## src/rtl/ftp_pkg.sv

```systemverilog
package ftp_pkg;
  typedef enum logic [2:0] {
    ST_IDLE,
    ST_FIRST,
    ST_NEXT,
    ST_RE_A,
    ST_RE_B,
    ST_RSTCMD
  } ftp_state_e;

  typedef enum logic [1:0] {
    V_STEADY,
    V_TOGGLE,
    V_TOGGLE_TMO
  } ftp_verdict_e;
endpackage

```

## src/rtl/ftp_judge.sv

```systemverilog
module ftp_judge
  import ftp_pkg::*;
#(
  parameter int DATA_W  = 8,
  parameter int TOG_POS = 6,
  parameter int TMO_POS = 5
) (
  input  logic              ref_bit,
  input  logic [DATA_W-1:0] word,
  output ftp_verdict_e      verdict
);
  logic tog_now, tmo_now;
  assign tog_now = word[TOG_POS];
  assign tmo_now = word[TMO_POS];

  always_comb begin
    if (tog_now == ref_bit)  verdict = V_STEADY;
    else if (tmo_now)        verdict = V_TOGGLE_TMO;
    else                     verdict = V_TOGGLE;
  end
endmodule

```

## src/rtl/ftp_budget.sv

```systemverilog
module ftp_budget #(
  parameter int CNT_W = 16
) (
  input  logic             clk,
  input  logic             rst_n,
  input  logic             clear,
  input  logic             inc,
  input  logic [CNT_W-1:0] limit,
  output logic             last
);
  localparam logic [CNT_W-1:0] MIN_LIM = CNT_W'(2);
  localparam logic [CNT_W-1:0] SAT     = {CNT_W{1'b1}};

  logic [CNT_W-1:0] count_q;
  logic [CNT_W-1:0] eff;

  assign eff  = (limit < MIN_LIM) ? MIN_LIM : limit;
  assign last = ({1'b0, count_q} + (CNT_W+1)'(1)) >= {1'b0, eff};

  always_ff @(posedge clk or negedge rst_n) begin
    if (!rst_n)                      count_q <= '0;
    else if (clear)                  count_q <= '0;
    else if (inc && count_q != SAT)  count_q <= count_q + CNT_W'(1);
  end
endmodule

```

## src/rtl/flash_toggle_poller.sv

```systemverilog
module flash_toggle_poller
  import ftp_pkg::*;
#(
  parameter int          DATA_W     = 8,
  parameter int          CNT_W      = 16,
  parameter int          TOG_POS    = 6,
  parameter int          TMO_POS    = 5,
  parameter logic [7:0]  RESET_CODE = 8'hF0
) (
  input  logic              clk,
  input  logic              rst_n,
  input  logic              start,
  input  logic              abort,
  input  logic [CNT_W-1:0]  max_polls,
  output logic              rd_req,
  input  logic              rd_done,
  input  logic [DATA_W-1:0] rd_data,
  output logic              cmd_valid,
  input  logic              cmd_ready,
  output logic [DATA_W-1:0] cmd_data,
  output logic              done,
  output logic              fail,
  output logic              busy
);
  ftp_state_e   state_q;
  ftp_verdict_e verdict;
  logic         ref_q, done_q, fail_q;
  logic         budget_last, rd_take;

  ftp_judge #(.DATA_W(DATA_W), .TOG_POS(TOG_POS), .TMO_POS(TMO_POS)) u_judge (
    .ref_bit(ref_q), .word(rd_data), .verdict(verdict)
  );

  assign rd_take = rd_req && rd_done && !abort;

  ftp_budget #(.CNT_W(CNT_W)) u_budget (
    .clk(clk), .rst_n(rst_n),
    .clear(state_q == ST_IDLE && start),
    .inc(rd_take),
    .limit(max_polls),
    .last(budget_last)
  );

  assign rd_req    = (state_q == ST_FIRST) || (state_q == ST_NEXT) ||
                     (state_q == ST_RE_A)  || (state_q == ST_RE_B);
  assign cmd_valid = (state_q == ST_RSTCMD);
  assign cmd_data  = DATA_W'(RESET_CODE);
  assign busy      = (state_q != ST_IDLE);
  assign done      = done_q;
  assign fail      = fail_q;

  always_ff @(posedge clk or negedge rst_n) begin
    if (!rst_n) begin
      state_q <= ST_IDLE;
      ref_q   <= 1'b0;
      done_q  <= 1'b0;
      fail_q  <= 1'b0;
    end else begin
      unique case (state_q)
        ST_IDLE: if (start) begin
          done_q  <= 1'b0;
          fail_q  <= 1'b0;
          state_q <= ST_FIRST;
        end
        ST_FIRST, ST_RE_A: begin
          if (abort) state_q <= ST_IDLE;
          else if (rd_done) begin
            ref_q   <= rd_data[TOG_POS];
            state_q <= (state_q == ST_FIRST) ? ST_NEXT : ST_RE_B;
          end
        end
        ST_NEXT: begin
          if (abort) state_q <= ST_IDLE;
          else if (rd_done) begin
            unique case (verdict)
              V_STEADY:     begin done_q <= 1'b1; state_q <= ST_IDLE; end
              V_TOGGLE_TMO: state_q <= ST_RE_A;
              default: begin
                ref_q <= rd_data[TOG_POS];
                if (budget_last) state_q <= ST_RSTCMD;
              end
            endcase
          end
        end
        ST_RE_B: begin
          if (abort) state_q <= ST_IDLE;
          else if (rd_done) begin
            if (verdict == V_STEADY) begin
              done_q  <= 1'b1;
              state_q <= ST_IDLE;
            end else begin
              state_q <= ST_RSTCMD;
            end
          end
        end
        ST_RSTCMD: if (cmd_ready) begin
          fail_q  <= 1'b1;
          state_q <= ST_IDLE;
        end
        default: state_q <= ST_IDLE;
      endcase
    end
  end


  start_launch_chk: assert property (@(posedge clk) disable iff (!rst_n)
    (!busy && start) |=> (busy && rd_req && !done && !fail));

  rd_hold_chk: assert property (@(posedge clk) disable iff (!rst_n)
    (rd_req && !rd_done && !abort) |=> rd_req);

  cmd_rd_excl_chk: assert property (@(posedge clk) disable iff (!rst_n)
    !(rd_req && cmd_valid));

  cmd_hold_chk: assert property (@(posedge clk) disable iff (!rst_n)
    (cmd_valid && !cmd_ready) |=> cmd_valid);

  cmd_fail_chk: assert property (@(posedge clk) disable iff (!rst_n)
    (cmd_valid && cmd_ready) |=> (fail && !busy));

  abort_idle_chk: assert property (@(posedge clk) disable iff (!rst_n)
    (abort && rd_req) |=> (!busy && !done && !fail));

  done_fail_excl_chk: assert property (@(posedge clk) disable iff (!rst_n)
    !(done && fail));

  done_hold_chk: assert property (@(posedge clk) disable iff (!rst_n)
    (done && !start) |=> done);
endmodule

```

## config.mk

```make
export PLATFORM = sky130hd
export DESIGN_NAME = flash_toggle_poller
export DESIGN_NICKNAME = d
export VERILOG_FILES = /design/src/rtl/ftp_pkg.sv /design/src/rtl/ftp_judge.sv /design/src/rtl/ftp_budget.sv /design/src/rtl/flash_toggle_poller.sv
export SDC_FILE = /design/constraint.sdc
export NUM_CORES = 1
export LEC_CHECK = 0
export ABC_AREA = 1
export BUFFER_PORTS_ARGS = -buffer_cell sky130_fd_sc_hd__buf_2
export CORE_MARGIN = 2
export CORE_UTILIZATION = 40
export CTS_BUF_LIST = sky130_fd_sc_hd__clkbuf_2
export DETAILED_ROUTE_END_ITERATION = 12
export PLACE_DENSITY_LB_ADDON = 0.08
export SYNTH_ARGS = -nofsm -noshare
export SYNTH_HDL_FRONTEND = slang
export SYNTH_HIERARCHICAL = 1
export SYNTH_SLANG_ARGS = --single-unit
```

## constraint.sdc

```tcl
create_clock -name clk -period 2.5 [get_ports clk]
set_input_delay 0.125 -clock clk [delete_from_list [all_inputs] [get_ports clk]]
set_output_delay 0.125 -clock clk [all_outputs]
set_load 0.02 [all_outputs]
```

==> results of run 1 <==
==> logic make-up (layout without fill, tap and decap cells) <==
| kind of cell | Yosys count | in the layout |
|---|---|---|
| xor gates and xnor gates | 9 | 9 |
| AOI/OAI and AO/OA | 19 | 19 |
| adders and majority gates | 17 | 17 |
| and+or+nand+nor | 201 | 201 |
| buffers and inverters | 63 | 120 |
| other | 2 | 8 |
| DFF | 22 | 22 |
==> worst max-delay path, stage by stage (launching register included) <==
cell      delay (ns)
dfrtp_1         0.47
ha_4            0.18
nand2_2         0.07
nor2_4          0.13
nand3b_1        0.14
xor2_2          0.21
ha_1            0.29
a21oi_1         0.12
nor2_1          0.05
nor2_1          0.09
nand2_1         0.05
nand2_1         0.07
nand3_2         0.08
a21oi_2         0.13
inv_1           0.06
nor2_2          0.09
nor2_2          0.05
nand3_1         0.07
nand2_1         0.05
==> path summary, 6_finish.rpt <==
path                            slack (ns)  cells after the start                   to           startpoint
worst max-delay path                -0.003                     18           state_q[1]  u_budget/count_q[0]
worst min-delay path                  0.03                      3                ref_q           rd_data[6]
worst max register to register      -0.003                     18           state_q[1]  u_budget/count_q[0]
worst min register to register        0.54                      2                ref_q                ref_q
max in group asynchronous             1.87                      2  u_budget/count_q[2]                rst_n
min in group asynchronous             0.25                      2  u_budget/count_q[7]                rst_n
==> layout by cell type (no fill, tap or decap), types with 2 or more instances in the layout <==
master / count
o21ai_0: 8
nor2_1: 36
dlygate4sd3_1: 2
clkbuf_2: 3
xnor2_1: 2
nor3_1: 2
xnor2_2: 2
nor2_2: 6
nor2_4: 5
nand4_1: 7
nand3_1: 14
buf_4: 30
xor2_1: 2
nand3_2: 4
a21oi_1: 4
nand2_1: 116
inv_1: 50
nand2_2: 6
conb_1: 8
buf_6: 3
xor2_2: 3
inv_2: 3
a21oi_2: 2
o21ai_1: 3
ha_1: 15
buf_2: 28
ha_4: 2
nand3_4: 3
dfrtp_1: 20
dfrtp_2: 2
==> registers in the layout, summed over array words and instances, names as in the netlist <==
signal            count
state_q               3
done                  1
u_budget/count_q     16
fail                  1
ref_q                 1
==> through the flow <==
step,hold slack (ns),utilization [%],TNS (ns),instances
after floorplan,-0.1706,-,0,339
after global placement,0.1335,48.57,-0.2160,455
after detailed placement,0.1305,48.57,-0.2547,455
after CTS,0.01145,51.18,-0.07040,462
after global routing,0.01522,53.30,-0.7309,466
final,0.03054,53.30,-0.002549,466
==> synth_stat cells (all sizes together) <==
master,instances,area (sq um)
xnor2,4,35.03
nand3b,1,7.510
inv,53,198.9
nand2,122,462.9
o21a,1,7.510
xor2,5,43.79
nor2,47,198.9
a21oi,6,30.03
nand3,21,122.6
o21bai,1,7.510
nor3,3,20.02
ha,17,212.7
o21ai,11,55.05
conb,2,7.510
nand4,7,43.79
dfrtp,22,550.5
buf,10,76.32
==> report_power, final <==
part	total, mW	switching, mW	internal (mW)
Sequential	0.477	0.0692	0.408
Clock	0.151	0.116	0.0348
Combinational	0.761	0.481	0.279
==> what timing repair did <==
item,4_1_cts,5_1_grt
hold endpoints to repair,23,0
setup endpoints to repair,3,3
gates cloned,0,0
hold buffers,2,0
setup buffers,1,4
gates resized for setup,19,19
pin swaps,18,14
==> metal layers <==
| metal | vias up | wire length [um] | share of wire [%] |
|---|---|---|---|
| met5 | - | 0 | 0 |
| met4 | 0 | 21 | 0.41 |
| met3 | 2 | 158 | 3.1 |
| met2 | 41 | 2376 | 46 |
| met1 | 966 | 2594 | 50 |
| li1 | 1139 | - | - |
==> cell type report <==
type	count	area share, %
clock buffer	3	0.5550
inverter	53	7.354
tap	70	3.238
clock inverter	1	0.1388
sequential	22	20.44
timing repair buffer	63	15.49
multi-input combinational	254	52.78
==> reports/metrics.cfg, run 1 <==
[timing]
rsz0062_at_grt = true
fin_worst_skew_ns = 0.01239
worst_pin_slew_ns = 0.5303
period_needed_ns = 2.503
min_period_over_period_pct = 100.1
hold_viol = 0
setup_viol = 1
clock.fmax_mhz = 399.6
slew_headroom_pct = 64.65
finalMaxSlewViolations = 0
worst_slack_ns = -0.002549

[route]
vias = 2148
drtIter0Drc = 96
wl_um = 5150
ant_nets = 0
first_pass_iters = 4
drc = 0
wl_per_cell_um = 11.05
vias_per_cell = 4.609

[global_routing]
grt_usage_pct = 19.14
grt_pass1_wl_um = 9218
grt_max_degree = 23
grt_antenna_before_repair = 0
grt_use_met3_pct = 2.844
grt_overflow = 0
gr-usage-met1_pct = 27.94
grt_busiest_layer = met2
grt_pass1_vias = 1986
use_met2_pct = 31.07

[floorplan]
chipWidth_um = 76.13
core_region_area_sq_mm = 0.005075
die_area_sq_mm = 0.005795
initial_core_util_pct = 41.00
num_io_pins = 43
die-height_um = 76.13
fp-row-count = 26

[clock_network]
clk_latency_ns = 0.34
cts_tree = done
clock-sinks = 22
htreeDepth = 1
clkTransAtPathRegs_ns = 0.23
cts_root_buffer = clkbuf_2
clock_path_buffers = 2
cts_buffers = 3

[placement]
place_ws_ns = -0.09089
gp_congestion = 0.8728
placed_cell_area_sq_mm = 0.002465
portBuffers = 28
dp_hpwl_um = 3899

[setup_path]
path_max_fanout = 3
crit_path_end_kind = register
crit_type = reg -> reg
setup.worst_path.start_class = register
arrival_ns = 2.76
required_ns = 2.76

[finish]
drive_above_1_share_pct = 26.01
design_area_sq_mm = 0.002705
final_nets = 444
n_fill_cell = 568
area_growth_pct = 30.01
n_antenna_cell = 0
regArea_sq_um = 553.0
multi_input_area_sq_mm = 0.001428

[run]
cap_violations = 0

[min_path]
hold_class = in -> reg

[synth]
synth_mux_area_share_pct = 0
avgSynthCellArea_sq_um = 6.248
syn_inst = 333
synth_area_sq_mm = 0.002081
yosysWarnings = 6
synth_compound_area_share_pct = 4.811
ys_ff_latch = 22
synth_cell_types = 27
yosysSeqAreaShare_pct = 26.46
synth_xor_area_share_pct = 3.788
synth_top_family_by_area = simple AND/OR/NAND/NOR gates
synthAdderAreaFrac_pct = 10.22
synth_simple_gate_area_share_pct = 41.13

[power]
peakVddDrop_uv = 318.9
power_mw = 1.389
p_leak_nw = 1.533
powerDensity_mw_per_mm2 = 513.5

[status]
status = complete, but fails checks
violations = negative setup slack

No activity file was read; power rests on OpenSTA's default activity.
==> inputs of run 2 (changes only) <==
--- a/config.mk
+++ b/config.mk
@@ -12,6 +12,8 @@
 export CTS_BUF_LIST = sky130_fd_sc_hd__clkbuf_2
 export DETAILED_ROUTE_END_ITERATION = 12
 export PLACE_DENSITY_LB_ADDON = 0.08
+export REMOVE_ABC_BUFFERS = 1
+export SETUP_SLACK_MARGIN = 0.02
 export SYNTH_ARGS = -nofsm -noshare
 export SYNTH_HDL_FRONTEND = slang
 export SYNTH_HIERARCHICAL = 1
==> run 2 against run 1 <==
  * The flow still finishes with violations (negative setup slack)
  * Maximum frequency is 0.46% lower
  * First-iteration DRC count is 1.0% lower
  * Critical path depth is the same
  * Via count is 2.4% lower
  * Total power is 1.7% lower
  * Sequential power down 1%
  * Hold slack improved by 0.00074 ns
  * Cell count fell by 1.3%
  * Core utilization down 0.44 points
  * Wire length is 3.1% lower
  * Cell area decreased by 0.83%
  * Largest power group unchanged
  * Highest routed layer unchanged
==> reports/metrics.cfg, run 2 (same netlist as run 1, synthesis figures left out) <==
[clock_network]
cts_root_buffer = clkbuf_2
clock_path_buffers = 2
clock-sinks = 22
cts_tree = done
htreeDepth = 1
cts_buffers = 3
clk_latency_ns = 0.34
clkTransAtPathRegs_ns = 0.21

[route]
drtIter0Drc = 95
vias = 2097
wl_um = 4989
drc = 0
vias_per_cell = 4.559
first_pass_iters = 4
wl_per_cell_um = 10.85
ant_nets = 0

[timing]
clock.fmax_mhz = 397.8
period_needed_ns = 2.514
fin_worst_skew_ns = 0.01613
rsz0062_at_grt = true
hold_viol = 0
fin_tns_setup_ns = -0.02888
finalMaxSlewViolations = 0
slew_headroom_pct = 65.79
fin_hold_ws_ns = 0.03129
worst_pin_slew_ns = 0.5131
setup_viol = 3
min_period_over_period_pct = 100.6
worst_slack_ns = -0.01409

[floorplan]
chipWidth_um = 76.13
die-height_um = 76.13
num_io_pins = 43
die_area_sq_mm = 0.005795
initial_core_util_pct = 41.00
fp-row-count = 26
core_region_area_sq_mm = 0.005075

[setup_path]
r2r_setup_slack_ns = -0.01
rr_worst_depth = 18
r2r-end = state_q[0]
crit_path_frequent_cell = nand2_1
setup.worst_path.start_class = register
required_ns = 2.75
worstSetupStartpoint = u_budget/count_q[0]
crit_path_top_delay_cell = dfrtp_1
crit_path_end_kind = register
crit_type = reg -> reg
path_max_fanout = 3
endpoint = state_q[0]
path_cells = ha_4 > nand2_4 > nor2_4 > nand3b_1 > xor2_2 > ha_1 > a21oi_2 > nor2_1 > nor2_1 > nand2_1 > nand2_1 > nand3_2 > a21oi_2 > inv_1 > nor2_2 > nor2_2 > nand3_1 > nand2_1
r2r-start = u_budget/count_q[0]
arrival_ns = 2.76
slowest_delay_ns = 0.46

[min_path]
holdPathStages = 3
hold_class = in -> reg

[finish]
layout_common_cells = 117 x nand2_1, 51 x inv_1, 35 x nor2_1, 28 x buf_2, 28 x buf_4
largest_reg_flops = 16
reg_top3 = u_budget/count_q (16), state_q (3)
design_area_sq_mm = 0.002683
largest_register = u_budget/count_q
fin_util_pct = 52.86
final_common_cell = nand2_1
drive_above_1_share_pct = 25.64
n_antenna_cell = 0
fin_cells = 460
final_nets = 439
area_growth_pct = 28.92

[global_routing]
grt_pass1_vias = 2009
grt_max_degree = 23
grt_antenna_before_repair = 0
grt_pass1_wl_um = 8631
grt_overflow = 0
grt_usage_pct = 17.89

[power]
peakVddDrop_uv = 336.1
power_mw = 1.366
p_int_mw = 0.7090
clkPwrFrac_pct = 10.7
p_sw_mw = 0.6568
powerDensity_mw_per_mm2 = 509.1
seqPwrFrac_pct = 34.5
pwr-share-comb_pct = 54.8
p_leak_nw = 1.550
swShare_pct = 48.09

[placement]
place_ws_ns = -0.08387
portBuffers = 28
dp.cells = 450
placed_cell_area_sq_mm = 0.002427
gp_congestion = 0.8361
dp_hpwl_um = 3847

[run]
cap_violations = 0

[status]
violations = negative setup slack
status = complete, but fails checks

run 2: changes by cell type in the layout (fill, tap and decap cells not counted), sizes merged:
cell         previous run  this run
buf                    61        57
clkinv                  1         0
dlygate4sd3             2         1
run 2: area by class of cell:
class                           instances  area, sq um
Clock buffer                            3        15.01
Timing Repair Buffer                   58        371.6
Fill cell                             545         2392
Multi-Input combinational cell        254         1458
Inverter                               53        198.9
Sequential cell                        22        551.8
Tap cell                               70        87.58
run 2: worst min path at each step:
stage              start                  end  slack [ns]
2_1_floorplan      rst_n                 done       -0.17
3_3_place_gp       rst_n  u_budget/count_q[8]        0.13
3_5_place_dp       rst_n  u_budget/count_q[8]        0.13
4_1_cts        cmd_ready                 fail       0.003
5_1_grt        cmd_ready                 fail        0.04
6_report       cmd_ready                 fail        0.03
run 2: critical path: cells and delay by family, from the launching register on:
kind	cells	cell delay, ns
simple gates	12	1.01
fa+ha+maj	2	0.49
flops	1	0.46
compound gates	2	0.26
xor+xnor	1	0.18
buf+inv	1	0.06
run 2: power groups by stage:
| stage | registers [mW] | clock network, mW | logic, mW |
|---|---|---|---|
| floorplan | 0.471 | 0 | 0.472 |
| global placement | 0.467 | 0 | 0.699 |
| detailed placement | 0.467 | 0 | 0.697 |
| CTS | 0.468 | 0.153 | 0.721 |
| global route | 0.482 | 0.162 | 0.860 |
| finish | 0.471 | 0.146 | 0.749 |
run 2: timing repair:
action / 4_1_cts / 5_1_grt
gates cloned: 0 / 0
pin swaps: 19 / 18
hold buffers: 1 / 0
hold endpoints to repair: 22 / 0
gates resized for setup: 22 / 19
endpoints found under the setup margin: 3 / 3
buffers inserted: 2 / 4
run 2: routing by layer:
metal,global-route usage [%],wire length (um),part of all wire [%]
met5,0,0,0
met1,23.78,2422,49
met2,31.16,2338,47
met4,4.909,35,0.70
met3,1.659,192,3.8
